### src/rtl/addr_tx_pkg.sv
package addr_tx_pkg;

    typedef enum logic [1:0] {
        PH_IDLE = 2'd0,
        PH_ARM  = 2'd1,
        PH_BITS = 2'd2,
        PH_ACK  = 2'd3
    } phase_e;

    typedef struct packed {
        logic ld;   // capture frame, clear flags
        logic put;  // present next frame bit
        logic rel;  // release line for acknowledge
        logic chk;  // compare sent bit at SCL rise
        logic smp;  // sample acknowledge at SCL rise
        logic fin;  // acknowledge bit ended
    } ctrl_t;

endpackage

### src/rtl/addr_tx_seq.sv
module addr_tx_seq
    import addr_tx_pkg::*;
#(
    parameter int FRAME_W = 8
) (
    input  logic  clk,
    input  logic  rst_n,
    input  logic  start_req,
    input  logic  load_en,
    input  logic  rise_stb,
    input  logic  fall_stb,
    output ctrl_t ctrl
);
    localparam int CNT_W = (FRAME_W > 1) ? $clog2(FRAME_W) : 1;
    localparam logic [CNT_W-1:0] LAST_IDX = CNT_W'(FRAME_W - 1);

    typedef struct packed {
        phase_e           phase;
        logic [CNT_W-1:0] idx;
        logic             ack_rise;
    } seq_t;

    seq_t  s_d, s_q;
    ctrl_t c;

    always_comb begin
        s_d = s_q;
        c   = '0;
        unique case (s_q.phase)
            PH_IDLE: begin
                if (start_req && load_en) begin
                    c.ld       = 1'b1;
                    s_d.phase  = PH_ARM;
                    s_d.idx    = '0;
                    s_d.ack_rise = 1'b0;
                end
            end
            PH_ARM: begin
                if (fall_stb) begin
                    c.put     = 1'b1;
                    s_d.phase = PH_BITS;
                    s_d.idx   = '0;
                end
            end
            PH_BITS: begin
                if (rise_stb) begin
                    c.chk = 1'b1;
                end
                if (fall_stb) begin
                    if (s_q.idx == LAST_IDX) begin
                        c.rel        = 1'b1;
                        s_d.phase    = PH_ACK;
                        s_d.ack_rise = 1'b0;
                    end else begin
                        c.put   = 1'b1;
                        s_d.idx = s_q.idx + 1'b1;
                    end
                end
            end
            PH_ACK: begin
                if (rise_stb) begin
                    c.smp        = 1'b1;
                    s_d.ack_rise = 1'b1;
                end
                if (fall_stb && s_q.ack_rise) begin
                    c.fin     = 1'b1;
                    s_d.phase = PH_IDLE;
                end
            end
            default: s_d.phase = PH_IDLE;
        endcase
    end

    always_ff @(posedge clk) begin
        if (!rst_n) begin
            s_q.phase    <= PH_IDLE;
            s_q.idx      <= '0;
            s_q.ack_rise <= 1'b0;
        end else begin
            s_q <= s_d;
        end
    end

    assign ctrl = c;

endmodule

### src/rtl/addr_tx_shifter.sv
module addr_tx_shifter
    import addr_tx_pkg::*;
#(
    parameter int FRAME_W = 8
) (
    input  logic               clk,
    input  logic               rst_n,
    input  ctrl_t              ctrl,
    input  logic [FRAME_W-1:0] frame_in,
    output logic               drive_low
);
    typedef struct packed {
        logic [FRAME_W-1:0] frame;
        logic               drv;
    } shf_t;

    shf_t r_d, r_q;

    always_comb begin
        r_d = r_q;
        if (ctrl.ld) begin
            r_d.frame = frame_in;
            r_d.drv   = 1'b0;
        end else if (ctrl.put) begin
            r_d.drv   = ~r_q.frame[FRAME_W-1];
            r_d.frame = {r_q.frame[FRAME_W-2:0], 1'b0};
        end else if (ctrl.rel) begin
            r_d.drv   = 1'b0;
        end
    end

    always_ff @(posedge clk) begin
        if (!rst_n) begin
            r_q.frame <= '0;
            r_q.drv   <= 1'b0;
        end else begin
            r_q <= r_d;
        end
    end

    assign drive_low = r_q.drv;

endmodule

### src/rtl/addr_tx_flags.sv
module addr_tx_flags
    import addr_tx_pkg::*;
(
    input  logic  clk,
    input  logic  rst_n,
    input  ctrl_t ctrl,
    input  logic  drive_low,
    input  logic  sda_in,
    output logic  clash,
    output logic  nack,
    output logic  done
);
    typedef struct packed {
        logic clash;
        logic nack;
        logic done;
    } flg_t;

    flg_t f_d, f_q;

    always_comb begin
        f_d = f_q;
        if (ctrl.ld) begin
            f_d = '0;
        end else begin
            if (ctrl.chk) f_d.clash = ~drive_low & ~sda_in;
            if (ctrl.smp) f_d.nack  = sda_in;
            if (ctrl.fin) f_d.done  = 1'b1;
        end
    end

    always_ff @(posedge clk) begin
        if (!rst_n) begin
            f_q <= '0;
        end else begin
            f_q <= f_d;
        end
    end

    assign clash = f_q.clash;
    assign nack  = f_q.nack;
    assign done  = f_q.done;

endmodule

### src/rtl/addr_byte_sender.sv
module addr_byte_sender
    import addr_tx_pkg::*;
#(
    parameter int ADDR_W = 7
) (
    input  logic              clk,
    input  logic              rst_n,
    input  logic              start_req,
    input  logic              load_en,
    input  logic [ADDR_W-1:0] tgt_addr,
    input  logic              dir_read,
    input  logic              sda_in,
    input  logic              scl_rise_stb,
    input  logic              scl_fall_dly_stb,
    output logic              sda_pull,
    output logic              bit_clash,
    output logic              no_ack,
    output logic              xfer_done
);
    localparam int FRAME_W = ADDR_W + 1;

    ctrl_t ctrl;
    logic  drv;

    addr_tx_seq #(.FRAME_W(FRAME_W)) u_seq (
        .clk      (clk),
        .rst_n    (rst_n),
        .start_req(start_req),
        .load_en  (load_en),
        .rise_stb (scl_rise_stb),
        .fall_stb (scl_fall_dly_stb),
        .ctrl     (ctrl)
    );

    addr_tx_shifter #(.FRAME_W(FRAME_W)) u_shf (
        .clk      (clk),
        .rst_n    (rst_n),
        .ctrl     (ctrl),
        .frame_in ({tgt_addr, dir_read}),
        .drive_low(drv)
    );

    addr_tx_flags u_flg (
        .clk      (clk),
        .rst_n    (rst_n),
        .ctrl     (ctrl),
        .drive_low(drv),
        .sda_in   (sda_in),
        .clash    (bit_clash),
        .nack     (no_ack),
        .done     (xfer_done)
    );

    assign sda_pull = drv;

endmodule

### config.mk
export PLATFORM = sky130hd
export DESIGN_NAME = addr_byte_sender
export DESIGN_NICKNAME = d
export VERILOG_FILES = /design/src/rtl/addr_tx_pkg.sv /design/src/rtl/addr_tx_seq.sv /design/src/rtl/addr_tx_shifter.sv /design/src/rtl/addr_tx_flags.sv /design/src/rtl/addr_byte_sender.sv
export SDC_FILE = /design/constraint.sdc
export NUM_CORES = 1
export LEC_CHECK = 0
export BUFFER_PORTS_ARGS = -buffer_cell sky130_fd_sc_hd__buf_2
export CORE_MARGIN = 2
export CORE_UTILIZATION = 52
export DETAILED_ROUTE_END_ITERATION = 12
export PLACE_DENSITY = 0.85
export SYNTH_ARGS = -nofsm -noshare
export SYNTH_HDL_FRONTEND = slang
export SYNTH_SLANG_ARGS = --single-unit
### constraint.sdc
create_clock -name clk -period 2.2 [get_ports clk]
set_clock_uncertainty 0.15 [all_clocks]
set_input_delay 0.44 -clock clk [delete_from_list [all_inputs] [get_ports clk]]
set_output_delay 0.44 -clock clk [all_outputs]
set_load 0.1 [all_outputs]
# [Word-level counts from Yosys, hierarchy flattened]
# Index checks and enable logic that the tools add are counted.
# W data, S select, Z words.
[classes] muxes=26 n_eq_ne=11 n_bitwise=5 reduce_logical=11 n_addsub=1
[op_table] cell="$reduce_and A5 Y1" count=3
[op_table] cell="$mux W6" count=2
[op_table] cell="$mux W1" count=11
[op_table] cell="$mux W2" count=5
[op_table] cell="$mux W9" count=1
[op_table] cell="$pmux W3 S3" count=1
[op_table] cell="$mux W8" count=1
[op_table] cell="$ne A2 B2 Y1 const B" count=4
[op_table] cell="$pmux W2 S4" count=1
[op_table] cell="$ne A2 B1 Y1 const B" count=3
[op_table] cell="$reduce_bool A3 Y1" count=2
[op_table] cell="$mux W5" count=1
[op_table] cell="$eq A2 B2 Y1 const B" count=2
[op_table] cell="$not A1 Y1" count=4
[op_table] cell="$reduce_bool A2 Y1" count=2
[op_table] cell="$add A3 B1 Y3 const B" count=1
[op_table] cell="$eq A3 B3 Y1 const B" count=1
[op_table] cell="$mux W3" count=1
[op_table] cell="$pmux W1 S3" count=1
[op_table] cell="$eq A2 B1 Y1 const B" count=1
[op_table] cell="$logic_and A1 B1 Y1" count=2
[op_table] cell="$logic_not A2 Y1" count=1
[op_table] cell="$pmux W1 S2" count=1
[op_table] cell="$reduce_or A2 Y1" count=1
[op_table] cell="$and A1 B1 Y1" count=1
[totals] wordCells=62 out_inout_bits=4 in_bits=15 register_bits=18

# [Longest topological paths before layout]
[depth] ltp_word=7 depth_mapped=8 depth_no_buf=6

# [Cells and area by module]
# Synthesis repeated with hierarchy kept, for this count alone.
[unflattened] hier_cells=105 hier_area_um2=1079.8
[by_module_without_submodules] module="addr_tx_seq" area_each_um2=531.8 seq_area_each_um2=120.1 cells_per_inst=54 n_inst=1
[by_module_without_submodules] module="addr_tx_shifter" area_each_um2=440.4 seq_area_each_um2=180.2 cells_per_inst=40 n_inst=1
[by_module_without_submodules] module="addr_tx_flags" area_each_um2=107.6 seq_area_each_um2=60.1 cells_per_inst=11 n_inst=1

# [Least setup slack after synthesis]
# No wires, ideal clock.
[synth_timing] path_type="register to register" startpoint="register u_seq.s_q[4] in the netlist's numbering" endpoint="register u_shf.r_q[2] in the netlist's numbering" n_path_buf=2 synth_period_minus_slack_ps=1773 path_slack_ps=427 required_ps=1918 setup_ps=132 stages_incl_launch_ff=9 t_arrival_ps=1491 cell_sequence="dfxtp_1 > inv_1 > ha_1 > buf_4 > and2b_1 > o211ai_1 > buf_4 > mux2i_1 > a21oi_1"
[synth_between] elab_chain_cells=3 word_cells_on_any_way=7 classes_between="eq/ne (2); mux (3); reduce/logical (2)"
[synth_rtl] element="start, declared" line="addr_tx_seq.sv:23" source="seq_t s_d, s_q;"
[synth_rtl] element="$eq A2 B2 Y1 (tied with other cells)" line="addr_tx_seq.sv:29" source="unique case (s_q.phase)"
[synth_rtl] element="$pmux W1 S2 / $mux W1 (equally long branches)" line="addr_tx_seq.sv:29"
[synth_rtl] element="$reduce_bool A2 Y1 (no line) / $mux W9 (equally long branches)"
[synth_rtl] element="end signal, assigned" line="addr_tx_shifter.sv:37" source="r_q <= r_d;"
[synth_rtl] element="end, declared" line="addr_tx_shifter.sv:17" source="shf_t r_d, r_q;"
# Parallel ways exist; a longest one is shown, timed or not.
# A chain may end at the register's enable or synchronous reset.

# [Worst setup path in the final report]
[layout_timing] startpoint="register u_seq.s_q[4] in the netlist's numbering" endpoint="register u_shf.r_q[7] in the netlist's numbering"
# The elaborated chain is that of the path after synthesis.

==> summary.txt <==
TritonCTS buffer count = 3
Post-CTS setup buffers = 0
Maximum buffer depth of the clock tree = 2
Antenna diodes = 0
Number of remaining DRC errors = 0
TritonCTS clock tree = yes
Normalized max-slew margin = 63.8%
Sum Neg Setup Slack = 0 ns
Clk sinks = 18
Port Buffers = 18
Pins over their slew limit = 0
First DRT Iteration DRCs = 16
Arr. time, crit path = 2.00 ns
R2r endpoint = u_shf.r_q[7]
Seq cells post-synth = 18
Worst Hold Depth = 3
Worst Setup SP = u_seq.s_q[4]
Hold Startpoint = sda_in
Row cnt = 15
Worst r2r src = u_seq.s_q[4]
HPWL Detailed = 1.29 mm
Mapped Area = 912 um2
Starting density of the core = 54.0%
Ratio of cells with drive above 1 in the final layout = 22.0%
CP Class = flip-flop to flip-flop
Yosys top cell by area = dfxtp_1
Startpoint Class = flip-flop
Seq/Total Area, Yosys = 39.5%
Synth warn = 0
Worst reg-to-reg path cell count = 7
Syn Nets = 121
Clock transition at path regs = 0.11 ns
CP Depth = 7
Pin count of the biggest net entering global routing = 17
Post-DRT Antenna Nets = 0
NumNets Final = 141
Htree depth = 1
Final Hold Fails = 0
Post-Syn Area per Cell = 9.21 um2
Overall power = 1.09 mW
Status = finished clean
F_max = 505 MHz
Cell area after layout = 1040 um2
Critical Path RT = 2.22 ns
Total Wirelength = 1.73 mm
Routability congestion estimate = 0.732
Initial antenna violation count = 0
Critical path, cell by cell = inv_1 -> ha_1 -> and2b_1 -> o211ai_1 -> buf_4 -> mux2i_1 -> a21oi_1
Vias in the first global route = 621
RSZ-0062 raised after global routing = no
Netlist cell types = 26
Hold Path End = u_flg.nack
Final worst path period share = 89.9%
Vert. Die Dim = 45.9 um
Vias = 747
Top-area cell type share of the netlist area = 39.5%
Place WS = 0.237 ns
Clock root cell = clkbuf_4
Worst-skew pair later-pin latency = 0.30 ns
Most common cell in the synthesized netlist = dfxtp_1
Final Util = 61.9%
Delay-heaviest family, CP = flip-flops
CP max FO = 10
CTS Hold Bufs = 0
Crit-path slowest cell = dfxtp_1
Syn-to-layout area delta = 14.5%
Total grt overflow = 0
Post-placement cell area = 1010 um2
Hold/Removal Path Class = input pin to flip-flop
Vias/cell = 5.53
Commonest cells post-synth = dfxtp_1, o21ai_0, a21oi_1, nand2_1
Top post-synthesis cells by area = dfxtp_1, ha_1, mux2i_1
Ys async rst share = 0%
Final Setup Violations = 0
Final worst slack = 0.221 ns
Number of enable flip-flop cells after synthesis = 0
Peak VDD IR = 0.604 mV
Slew @ Worst Pin = 0.542 ns
Post-route minimum period = 1.98 ns
LEAKAGE = 0.472 nW
Post-Syn Instances = 99
Max Cap Viol = 0
GRT Total Usage = 17.2%
Core Area = 1690 um2
FF-to-FF setup slack = 0.22 ns
Top Ports = 19
Max incr delay on CP = 0.40 ns
Fillers = 148
Setup crit end kind = flip-flop
WL per Instance = 12.8 um
Global-route wire length before repair = 2.61 mm
Pre-antenna DRT Iters = 4
Total die area = 2100 um2
Die extent in x = 45.9 um
Synth Flop Type = dfxtp_1
PostCTS Resize Cnt = 0
Power Dens Cells = 1040 nW/um2
Crit path buffers/inverters = 2
==> worst max-delay path by stage <==
stage	to	slack, ns
2_1_floorplan	u_shf.r_q[2]	0.43
3_3_place_gp	u_shf.r_q[7]	0.34
3_5_place_dp	u_shf.r_q[7]	0.24
4_1_cts	u_shf.r_q[7]	0.20
5_1_grt	u_shf.r_q[5]	0.06
6_report	u_shf.r_q[7]	0.22
==> stage by stage <==
stage / hold slack (ns) / cells
floorplan: 0.290 / 99
global placement: 0.289 / 131
detailed placement: 0.296 / 131
CTS: 0.259 / 135
global route: 0.250 / 135
finish: 0.263 / 135
==> state kept, by name, summed over array words and instances, names as in the netlist <==
name,cells
u_flg.nack,1
u_flg.done,1
u_shf.r_q,8
u_flg.clash,1
u_shf.drive_low,1
u_seq.s_q,6
==> area by class of cell <==
class | count | area, um2 | area share [%]
well taps | 17 | 21.3 | 2.04
repair buffers | 19 | 97.6 | 9.34
flip-flops and latches | 18 | 360 | 34.5
inverters | 3 | 11.3 | 1.08
clock buffers | 4 | 36.3 | 3.47
multi-input cells | 74 | 518 | 49.6
==> worst register-to-register path: stages (launching register included) <==
cell and delay (ns):
dfxtp_1 0.40, inv_1 0.09, ha_1 0.33, and2b_1 0.22
o211ai_1 0.15, buf_4 0.22, mux2i_1 0.21, a21oi_1 0.09
==> layout by cell type (no fill, tap or decap), types with 2 or more instances in the layout <==
| cell type | netlist | layout |
|---|---|---|
| a31oi_1 | 2 | 2 |
| nand3_1 | 6 | 6 |
| nand2_1 | 8 | 8 |
| a21oi_1 | 11 | 11 |
| a2111oi_4 | 2 | 2 |
| ha_1 | 7 | 7 |
| buf_2 | 0 | 18 |
| o21ai_0 | 12 | 12 |
| inv_1 | 3 | 3 |
| mux2i_1 | 7 | 7 |
| dfxtp_1 | 18 | 18 |
| nand4_1 | 3 | 3 |
| nor2_1 | 4 | 4 |
| clkbuf_4 | 0 | 3 |
==> per-layer routing <==
| metal | up-vias | GRT usage, % | part of all wire [%] |
|---|---|---|---|
| li1 | 399 | - | - |
| met1 | 329 | 23.9 | 49 |
| met2 | 15 | 25.0 | 46 |
| met3 | 4 | 3.57 | 4.2 |
| met4 | 0 | 8.57 | 1.2 |
| met5 | - | 0 | 0 |
==> cell families (layout without fill, tap and decap cells) <==
| kind of cell | count (synthesis) | after routing | synth area share [%] |
|---|---|---|---|
| muxes | 7 | 7 | 7.68 |
| AOI/OAI and AO/OA | 32 | 32 | 24.1 |
| DFF | 18 | 18 | 39.5 |
| adders and majority gates | 7 | 7 | 9.60 |
| buffers and inverters | 7 | 26 | 3.70 |
| and+or+nand+nor | 28 | 28 | 15.4 |
==> where the power goes <==
part | internal [mW] | switching, mW
combinational | 0.183 | 0.277
sequential | 0.382 | 0.0376
clock | 0.101 | 0.106
total | 0.666 | 0.421
No activity file was read; power rests on OpenSTA's default activity.
